File: config.mk
export PLATFORM = sky130hd
export DESIGN_NAME = blkseq_core
export DESIGN_NICKNAME = d
export VERILOG_FILES = /design/src/rtl/blkseq_pkg.sv /design/src/rtl/blkseq_decode.sv /design/src/rtl/blkseq_counter.sv /design/src/rtl/blkseq_fsm.sv /design/src/rtl/blkseq_core.sv
export SDC_FILE = /design/constraint.sdc
export NUM_CORES = 1
export LEC_CHECK = 0
export BUFFER_PORTS_ARGS = -buffer_cell sky130_fd_sc_hd__buf_2
export CAP_MARGIN = 20
export CORE_ASPECT_RATIO = 1.75
export CORE_MARGIN = 2
export CORE_UTILIZATION = 44
export DETAILED_ROUTE_END_ITERATION = 7
export MAX_ROUTING_LAYER = met4
export PLACE_DENSITY = 0.8
export SLEW_MARGIN = 10
export SYNTH_ARGS = -nofsm -noshare
export SYNTH_HDL_FRONTEND = slang
export SYNTH_SLANG_ARGS = --single-unit
File: constraint.sdc
create_clock -name clk -period 2.3 [get_ports clk]
set_input_delay 0.345 -clock clk [delete_from_list [all_inputs] [get_ports clk]]
set_output_delay 0.345 -clock clk [all_outputs]
set_load 0.03 [all_outputs]
File: src/rtl/blkseq_pkg.sv
package blkseq_pkg;

    typedef enum logic [2:0] {
        ST_FETCH    = 3'd0,
        ST_LOAD     = 3'd1,
        ST_DISPATCH = 3'd2,
        ST_RUN      = 3'd3,
        ST_HALT     = 3'd4
    } seq_state_t;

    typedef struct packed {
        logic halt;
        logic blk;
    } seq_mode_t;

    // Opcode layout: MSB picks the transfer mode, all ones is the stop code.
    function automatic seq_mode_t decode_mode(input logic [31:0] op, input int unsigned opw);
        seq_mode_t m;
        m.halt = (op == ((32'd1 << opw) - 32'd1));
        m.blk  = op[opw-1];
        return m;
    endfunction

endpackage

File: src/rtl/blkseq_decode.sv
module blkseq_decode #(
    parameter int AW   = 6,
    parameter int OP_W = 4,
    localparam int IW  = 3*AW + OP_W
) (
    input  logic [IW-1:0]          instr,
    output logic [AW-1:0]          addr_a,
    output logic [AW-1:0]          addr_b,
    output logic [AW-1:0]          addr_c,
    output logic [OP_W-2:0]        fn,
    output blkseq_pkg::seq_mode_t  mode
);
    import blkseq_pkg::*;

    assign addr_a = instr[IW-1 -: AW];
    assign addr_b = instr[IW-AW-1 -: AW];
    assign addr_c = instr[OP_W+AW-1 -: AW];
    assign fn     = instr[OP_W-2:0];
    assign mode   = decode_mode(32'(instr[OP_W-1:0]), OP_W);
endmodule

File: src/rtl/blkseq_counter.sv
module blkseq_counter #(
    parameter int CW = 5
) (
    input  logic          clk,
    input  logic          rst,
    input  logic          clr,
    input  logic          inc,
    output logic [CW-1:0] cnt
);
    always_ff @(posedge clk) begin
        if (rst || clr) begin
            cnt <= '0;
        end else if (inc) begin
            cnt <= cnt + CW'(1);
        end
    end
endmodule

File: src/rtl/blkseq_fsm.sv
module blkseq_fsm (
    input  logic                     clk,
    input  logic                     rst,
    input  logic                     halt_code,
    input  logic                     issue_more,
    input  logic                     res_valid,
    input  logic                     last_ret,
    output blkseq_pkg::seq_state_t   state,
    output logic                     fetch_en,
    output logic                     load_ir,
    output logic                     clr_cnt,
    output logic                     issue_en,
    output logic                     retire_en,
    output logic                     pc_inc,
    output logic                     halted
);
    import blkseq_pkg::*;

    seq_state_t nxt;

    always_comb begin
        nxt = state;
        unique case (state)
            ST_FETCH:    nxt = ST_LOAD;
            ST_LOAD:     nxt = ST_DISPATCH;
            ST_DISPATCH: nxt = halt_code ? ST_HALT : ST_RUN;
            ST_RUN:      if (res_valid && last_ret) nxt = ST_FETCH;
            ST_HALT:     nxt = ST_HALT;
            default:     nxt = ST_FETCH;
        endcase
    end

    always_ff @(posedge clk) begin
        if (rst) begin
            state <= ST_FETCH;
        end else begin
            state <= nxt;
        end
    end

    assign fetch_en  = (state == ST_FETCH);
    assign load_ir   = (state == ST_LOAD);
    assign clr_cnt   = (state == ST_DISPATCH);
    assign issue_en  = (state == ST_RUN) && issue_more;
    assign retire_en = (state == ST_RUN) && res_valid;
    assign pc_inc    = retire_en && last_ret;
    assign halted    = (state == ST_HALT);
endmodule

File: src/rtl/blkseq_core.sv
module blkseq_core #(
    parameter int DATA_W  = 16,
    parameter int M_WORDS = 64,
    parameter int N_INSTR = 32,
    parameter int OP_W    = 4,
    parameter int BLK_LEN = 18,
    localparam int AW     = $clog2(M_WORDS),
    localparam int PW     = $clog2(N_INSTR),
    localparam int IW     = 3*AW + OP_W,
    localparam int CW     = $clog2(BLK_LEN + 1)
) (
    input  logic              clk,
    input  logic              rst,
    output logic              imem_rd_en,
    output logic [PW-1:0]     imem_addr,
    input  logic [IW-1:0]     imem_rdata,
    output logic              dmem_rd_en,
    output logic [AW-1:0]     dmem_ra_addr,
    output logic [AW-1:0]     dmem_rb_addr,
    input  logic [DATA_W-1:0] dmem_ra_data,
    input  logic [DATA_W-1:0] dmem_rb_data,
    output logic              dmem_we,
    output logic [AW-1:0]     dmem_waddr,
    output logic [DATA_W-1:0] dmem_wdata,
    output logic              pu_req,
    output logic [OP_W-2:0]   pu_op,
    output logic [DATA_W-1:0] pu_opnd_a,
    output logic [DATA_W-1:0] pu_opnd_b,
    output logic              pu_last,
    input  logic              pu_res_valid,
    input  logic [DATA_W-1:0] pu_res_data,
    output logic              done
);
    import blkseq_pkg::*;

    logic [PW-1:0]   pc;
    logic [IW-1:0]   ir;
    logic [AW-1:0]   a_base, b_base, c_base;
    logic [OP_W-2:0] fn;
    seq_mode_t       mode;
    seq_state_t      state;
    logic [CW-1:0]   iss_cnt, ret_cnt, len;
    logic            fetch_en, load_ir, clr_cnt, issue_en, retire_en, pc_inc, halted;
    logic            issue_more, last_ret, last_iss;
    logic            rd_q, last_q;

    blkseq_decode #(.AW(AW), .OP_W(OP_W)) u_dec (
        .instr (ir),
        .addr_a(a_base),
        .addr_b(b_base),
        .addr_c(c_base),
        .fn    (fn),
        .mode  (mode)
    );

    assign len        = mode.blk ? CW'(BLK_LEN) : CW'(1);
    assign issue_more = (iss_cnt < len);
    assign last_iss   = (iss_cnt == len - CW'(1));
    assign last_ret   = (ret_cnt == len - CW'(1));

    blkseq_fsm u_fsm (
        .clk       (clk),
        .rst       (rst),
        .halt_code (mode.halt),
        .issue_more(issue_more),
        .res_valid (pu_res_valid),
        .last_ret  (last_ret),
        .state     (state),
        .fetch_en  (fetch_en),
        .load_ir   (load_ir),
        .clr_cnt   (clr_cnt),
        .issue_en  (issue_en),
        .retire_en (retire_en),
        .pc_inc    (pc_inc),
        .halted    (halted)
    );

    blkseq_counter #(.CW(CW)) u_iss (
        .clk(clk), .rst(rst), .clr(clr_cnt), .inc(issue_en), .cnt(iss_cnt)
    );

    blkseq_counter #(.CW(CW)) u_ret (
        .clk(clk), .rst(rst), .clr(clr_cnt), .inc(retire_en), .cnt(ret_cnt)
    );

    always_ff @(posedge clk) begin
        if (rst) begin
            pc     <= '0;
            ir     <= '0;
            rd_q   <= 1'b0;
            last_q <= 1'b0;
        end else begin
            if (load_ir) ir <= imem_rdata;
            if (pc_inc)  pc <= pc + PW'(1);
            rd_q   <= issue_en;
            last_q <= issue_en && last_iss;
        end
    end

    assign imem_rd_en   = fetch_en;
    assign imem_addr    = pc;
    assign dmem_rd_en   = issue_en;
    assign dmem_ra_addr = a_base + AW'(iss_cnt);
    assign dmem_rb_addr = b_base + AW'(iss_cnt);
    assign pu_req       = rd_q;
    assign pu_last      = last_q;
    assign pu_op        = fn;
    assign pu_opnd_a    = dmem_ra_data;
    assign pu_opnd_b    = dmem_rb_data;
    assign dmem_we      = retire_en;
    assign dmem_waddr   = c_base + AW'(ret_cnt);
    assign dmem_wdata   = pu_res_data;
    assign done         = halted;
endmodule

# --- Word level (Yosys, flattened, before mapping) ---
# Index checks and enable logic that the tools add are counted.
word_totals:
  inputBits: 73
  output_inout_bits: 80
  word_cells: 34
  regBits: 42
classes:
  reduce_logical: 7
  add_sub_neg: 7
  n_eq_ne: 8
  n_mux: 4
  order_cmp: 1
op_table:
  columns: ["op", "n"]
  rows:
  - ["6-bit by 5-bit adder with 6-bit output", 3]
  - ["5-bit by 1-bit adder with 5-bit output (second input constant)", 3]
  - ["3-bit case mux with 5 select lines", 1]
  - ["5-bit == test", 2]
  - ["3-bit by 2-bit == test with 1-bit output (second input constant)", 2]
  - ["3-bit two-way mux", 2]
  - ["1-bit logical AND", 5]
  - ["5-bit less-than comparator", 1]
  - ["5-bit two-way mux", 1]
  - ["5-bit by 1-bit subtractor with 5-bit output (second input constant)", 1]
  - ["4-bit == test (second input constant)", 1]
  - ["3-bit by 1-bit == test with 1-bit output (second input constant)", 1]
  - ["3-bit == test (second input constant)", 1]
  - ["3-bit logical NOT", 1]
  - ["2-bit by 1-bit != test with 1-bit output (second input constant)", 1]
  - ["1-bit logical OR", 1]

# --- Longest topological paths before layout ---
logic_depth:
  word_depth: 6
  depth_mapped: 6
  depth_no_buf: 6

# --- Cells and area by module ---
# From an unflattened synthesis, not the netlist that was laid out.
unflattened:
  hier_cells: 317
  area_unflattened_um2: 2916.5
modules_own_cells:
  columns: ["mod", "n_inst", "cells_per_inst", "area_per_inst_um2", "seq_area_each_um2"]
  rows:
  - ["blkseq_core", 1, 225, 2069.5, 580.6]
  - ["blkseq_counter", 2, 23, 239.0, 100.1]
  - ["blkseq_fsm", 1, 23, 195.2, 60.1]
  - ["blkseq_decode", 1, 23, 173.9, 0.0]

# --- Worst setup path after synthesis ---
# No wires, ideal clock.
synth_path:
  path_type: "register -> output"
  start: "reg u_ret.cnt[0]"
  end: "out dmem_waddr[4]"
  path_stages_with_launch: 6
  path_buffers: 0
  slack_ns: 0.342
  t_arrival_ns: 1.613
  t_required_ns: 1.955
  path_cell_list: "dfxtp_1 > ha_1 > fa_1 > a21o_1 > a21oi_1 > xnor2_1"
synth_between:
  elab_chain_len: 1
synth_rtl:
  columns: ["element", "line", "source"]
  rows:
  - ["start: declaration", "blkseq_counter.sv:8", "output logic [CW-1:0] cnt"]
  - ["start signal: assignment", "blkseq_counter.sv:14", "cnt <= cnt + CW'(1);"]
  - ["6-bit by 5-bit adder with 6-bit output", "blkseq_core.sv:111", "assign dmem_waddr = c_base + AW'(ret_cnt);"]
  - ["end: declaration", "blkseq_core.sv:23", "output logic [AW-1:0] dmem_waddr,"]
# No other way between the ends.

# --- Worst setup path after layout ---
layout_path:
  start: "reg u_iss.cnt[0]"
  end: "out dmem_ra_addr[4]"
layout_between:
  elab_chain_len: 1
layout_rtl:
  columns: ["element", "line", "source"]
  rows:
  - ["start: declaration", "blkseq_counter.sv:8", null]
  - ["start signal: assignment", "blkseq_counter.sv:14", null]
  - ["6-bit by 5-bit adder with 6-bit output", "blkseq_core.sv:103", "assign dmem_ra_addr = a_base + AW'(iss_cnt);"]
  - ["end: declaration", "blkseq_core.sv:18", "output logic [AW-1:0] dmem_ra_addr,"]
# No other way between the ends.

==> metrics.csv <==
metric,value,unit
synth_flop_cell,dfxtp_1,
syn-num-nets,417,
power_frac_comb,0.152,
initial_utilization,0.4531,
ys_seq_elements,42,
cts_buffer_depth,2,
synthTopCellsByArea,"dfxtp_1 (32%), buf_4 (15%), ha_1 (9.9%), nand2_1 (8.2%), a21oi_1 (6.4%)",
gr-total-overflow,0,
finalCritPeriodShare,0.9754,
clockRootBuffer,clkbuf_8,
route.detailed.drc,0,
relSlewSlack,0.4904,
rows,37,
finalWirelength,5760,um
yosysWarningCount,0,
drtIter0Drc,48,
worstPathRequired,1.96,ns
area_growth,4.979,%
synthArstFlopShare,0,
nFillCells,608,
power_density,633.2,nW/um^2
drive_gt1_frac,0.2671,
maxCapViolCount,0,
drt-pass1-iter-count,4,
synth.top_cells.by_count,"nand2_1 (58), buf_4 (52), dfxtp_1 (42)",
grt_pass1_wl,9273,um
hold_class,primary input to flip-flop,
avgViaCountPerCell,5.255,
timing_worst_slew_pin_value,0.7626,ns
p_sw,0.4555,mW
vias,2102,
worstPathMaxFanout,5,
min_period,2.243,ns
htreeDepth,2,
gp_congestion,0.8514,
cts_setup_buffers,0,
clk_pin_slew_worst_paths,0.08,ns
ir_worst_vdd,669.3,uV
cellLeakagePower,1.278,nW
grt_max_degree,34,
dp_hpwl,4316,um
multi_input_area,1364,sq um
synth_xor_area_frac,0.06905,
cts.sinks,42,
status,"complete, no violations",
avgSynthCellArea,8.324,sq um
nets,418,
cts_tree,yes,
ant_nets,0,
place.port_buffers,56,
seqPwrFrac,0.445,
hold_violations,0,
cp-start-kind,flip-flop,
fin_ws,0.05665,ns
antenna_found_initial,0,
synth_compound_area_frac,0.1127,
die_x,62.82,um
synth-seq-area-share,0.3156,
clock_power_share,0.404,
core_area,5879,sq um
cts_made_buffers,5,
muxShareOfSynthArea,0.01127,
worst_ep_arrival_time,1.90,ns
yosysTopAreaCell,dfxtp_1,
die_area,6717,sq um
synth_most_common_cell,nand2_1,
intPower,1.315,mW
finalSetupViolCount,0,
num_antenna_cells,0,
synth_cells,320,
clock.fmax,0.4458,GHz
pin_count,153,
place_area,2610,sq um
track_usage,0.1810,
synth_top_area_frac,0.3156,
detailedPlace.worstSlack,0.2012,ns
grt_pass1_vias,2030,
synthDistinctLibCells,40,
endpoint_kind,output pin,
syn_area,2664,sq um
regArea,855.8,sq um
swShare,0.2573,
report.final.slew_viol_count,0,
routedWlPerCell,14.40,um
synth_simple_gate_area_frac,0.1898,
insertion_delay,0.29,ns
synth-edff-count,0,
final_area,2796,sq um
p_total,1.771,mW
synthAdderAreaFrac,0.1212,
synth_top_family_by_area,simple AND/OR/NAND/NOR gates,
dieHeight,106.9,um
finish.utilization,0.4756,
worstSetupPathType,flip-flop to output pin,
skew,0.005841,ns
## power groups by stage
stage               Clock [mW]  Combinational [mW]  Sequential [mW]
finish                   0.715               0.269            0.787
global route             0.757               0.297            0.792
CTS                      0.725               0.271            0.788
detailed placement           0               0.266            0.805
global placement             0               0.259            0.804
floorplan                    0               0.357            0.795
## logic make-up (layout without fill, tap and decap cells)
| family | Yosys count | in the layout |
|---|---|---|
| AND/OR/NAND/NOR | 108 | 108 |
| buffers and inverters | 72 | 74 |
| AO/OA/AOI/OAI | 50 | 50 |
| flip-flops | 42 | 42 |
| adder cells (fa/ha/maj) | 24 | 24 |
| XOR/XNOR | 21 | 21 |
| multiplexers | 3 | 3 |
## what timing repair did
action                                  CTS  global route
endpoints found under the setup margin    6             6
resized for setup                         9            11
cloned                                    0             0
hold buffers                              0             0
## per-stage QoR
step | cells | hold WS, ns | setup TNS (ns)
finish | 400 | 0.2852 | 0
global placement | 391 | 0.4495 | 0
detailed placement | 392 | 0.4510 | 0
global route | 400 | 0.2791 | -0.009577
CTS | 400 | 0.2805 | 0
floorplan | 320 | 0.4406 | 0
## critical path, cell delays in order, from the launching register on
cell and delay [ns]:
dfxtp_2 0.35, ha_1 0.22, fa_2 0.37, a21o_1 0.18
a21oi_1 0.17, xnor2_1 0.13, buf_4 0.17
## registers in the layout (all words and copies together), names as in the netlist
name and cells:
ir 22, imem_addr 5, u_iss.cnt 5, u_ret.cnt 5, u_fsm.state 3, pu_last 1
pu_req 1
## path summary, 6_finish.rpt
| kind | start | endpoint | slack (ns) | cells after the start |
|---|---|---|---|---|
| worst max-delay path | u_iss.cnt[0] | dmem_ra_addr[4] | 0.06 | 6 |
| worst min-delay path | imem_rdata[2] | ir[2] | 0.29 | 3 |
| worst max register to register | u_fsm.state[0] | imem_addr[3] | 0.40 | 4 |
| worst min register to register | ir[13] | ir[13] | 0.46 | 2 |
## layout make-up
class | instances | area share
clock buffers | 6 | 0.02953
clock inverters | 2 | 0.02148
inverters | 8 | 0.01074
multi-input cells | 206 | 0.4877
flip-flops and latches | 42 | 0.3060
well taps | 78 | 0.03490
repair buffers | 58 | 0.1096
## routing by layer
metal | part of all wire | wire, um | vias to the layer above | GRT usage
met2 | 0.51 | 2966 | 85 | 0.3226
li1 | - | - | 1018 | -
met4 | 0.044 | 255 | 0 | 0.1016
met1 | 0.38 | 2179 | 956 | 0.1798
met3 | 0.062 | 359 | 43 | 0.04197
met5 | 0 | 0 | - | -
## layout by cell type, fill, tap and decap left out, drive strengths merged, types with 2 or more instances in the layout
cell,instances
a21o,4
a21oi,34
buf,58
bufinv,2
clkbuf,6
dfxtp,42
fa,3
ha,21
inv,8
mux2i,3
nand2,58
nand2b,2
nand4,3
nor2,21
nor2b,4
nor3,6
o211ai,5
o31ai,3
or4,2
xnor2,13
xor2,8
No activity file was read; power rests on OpenSTA's default activity.
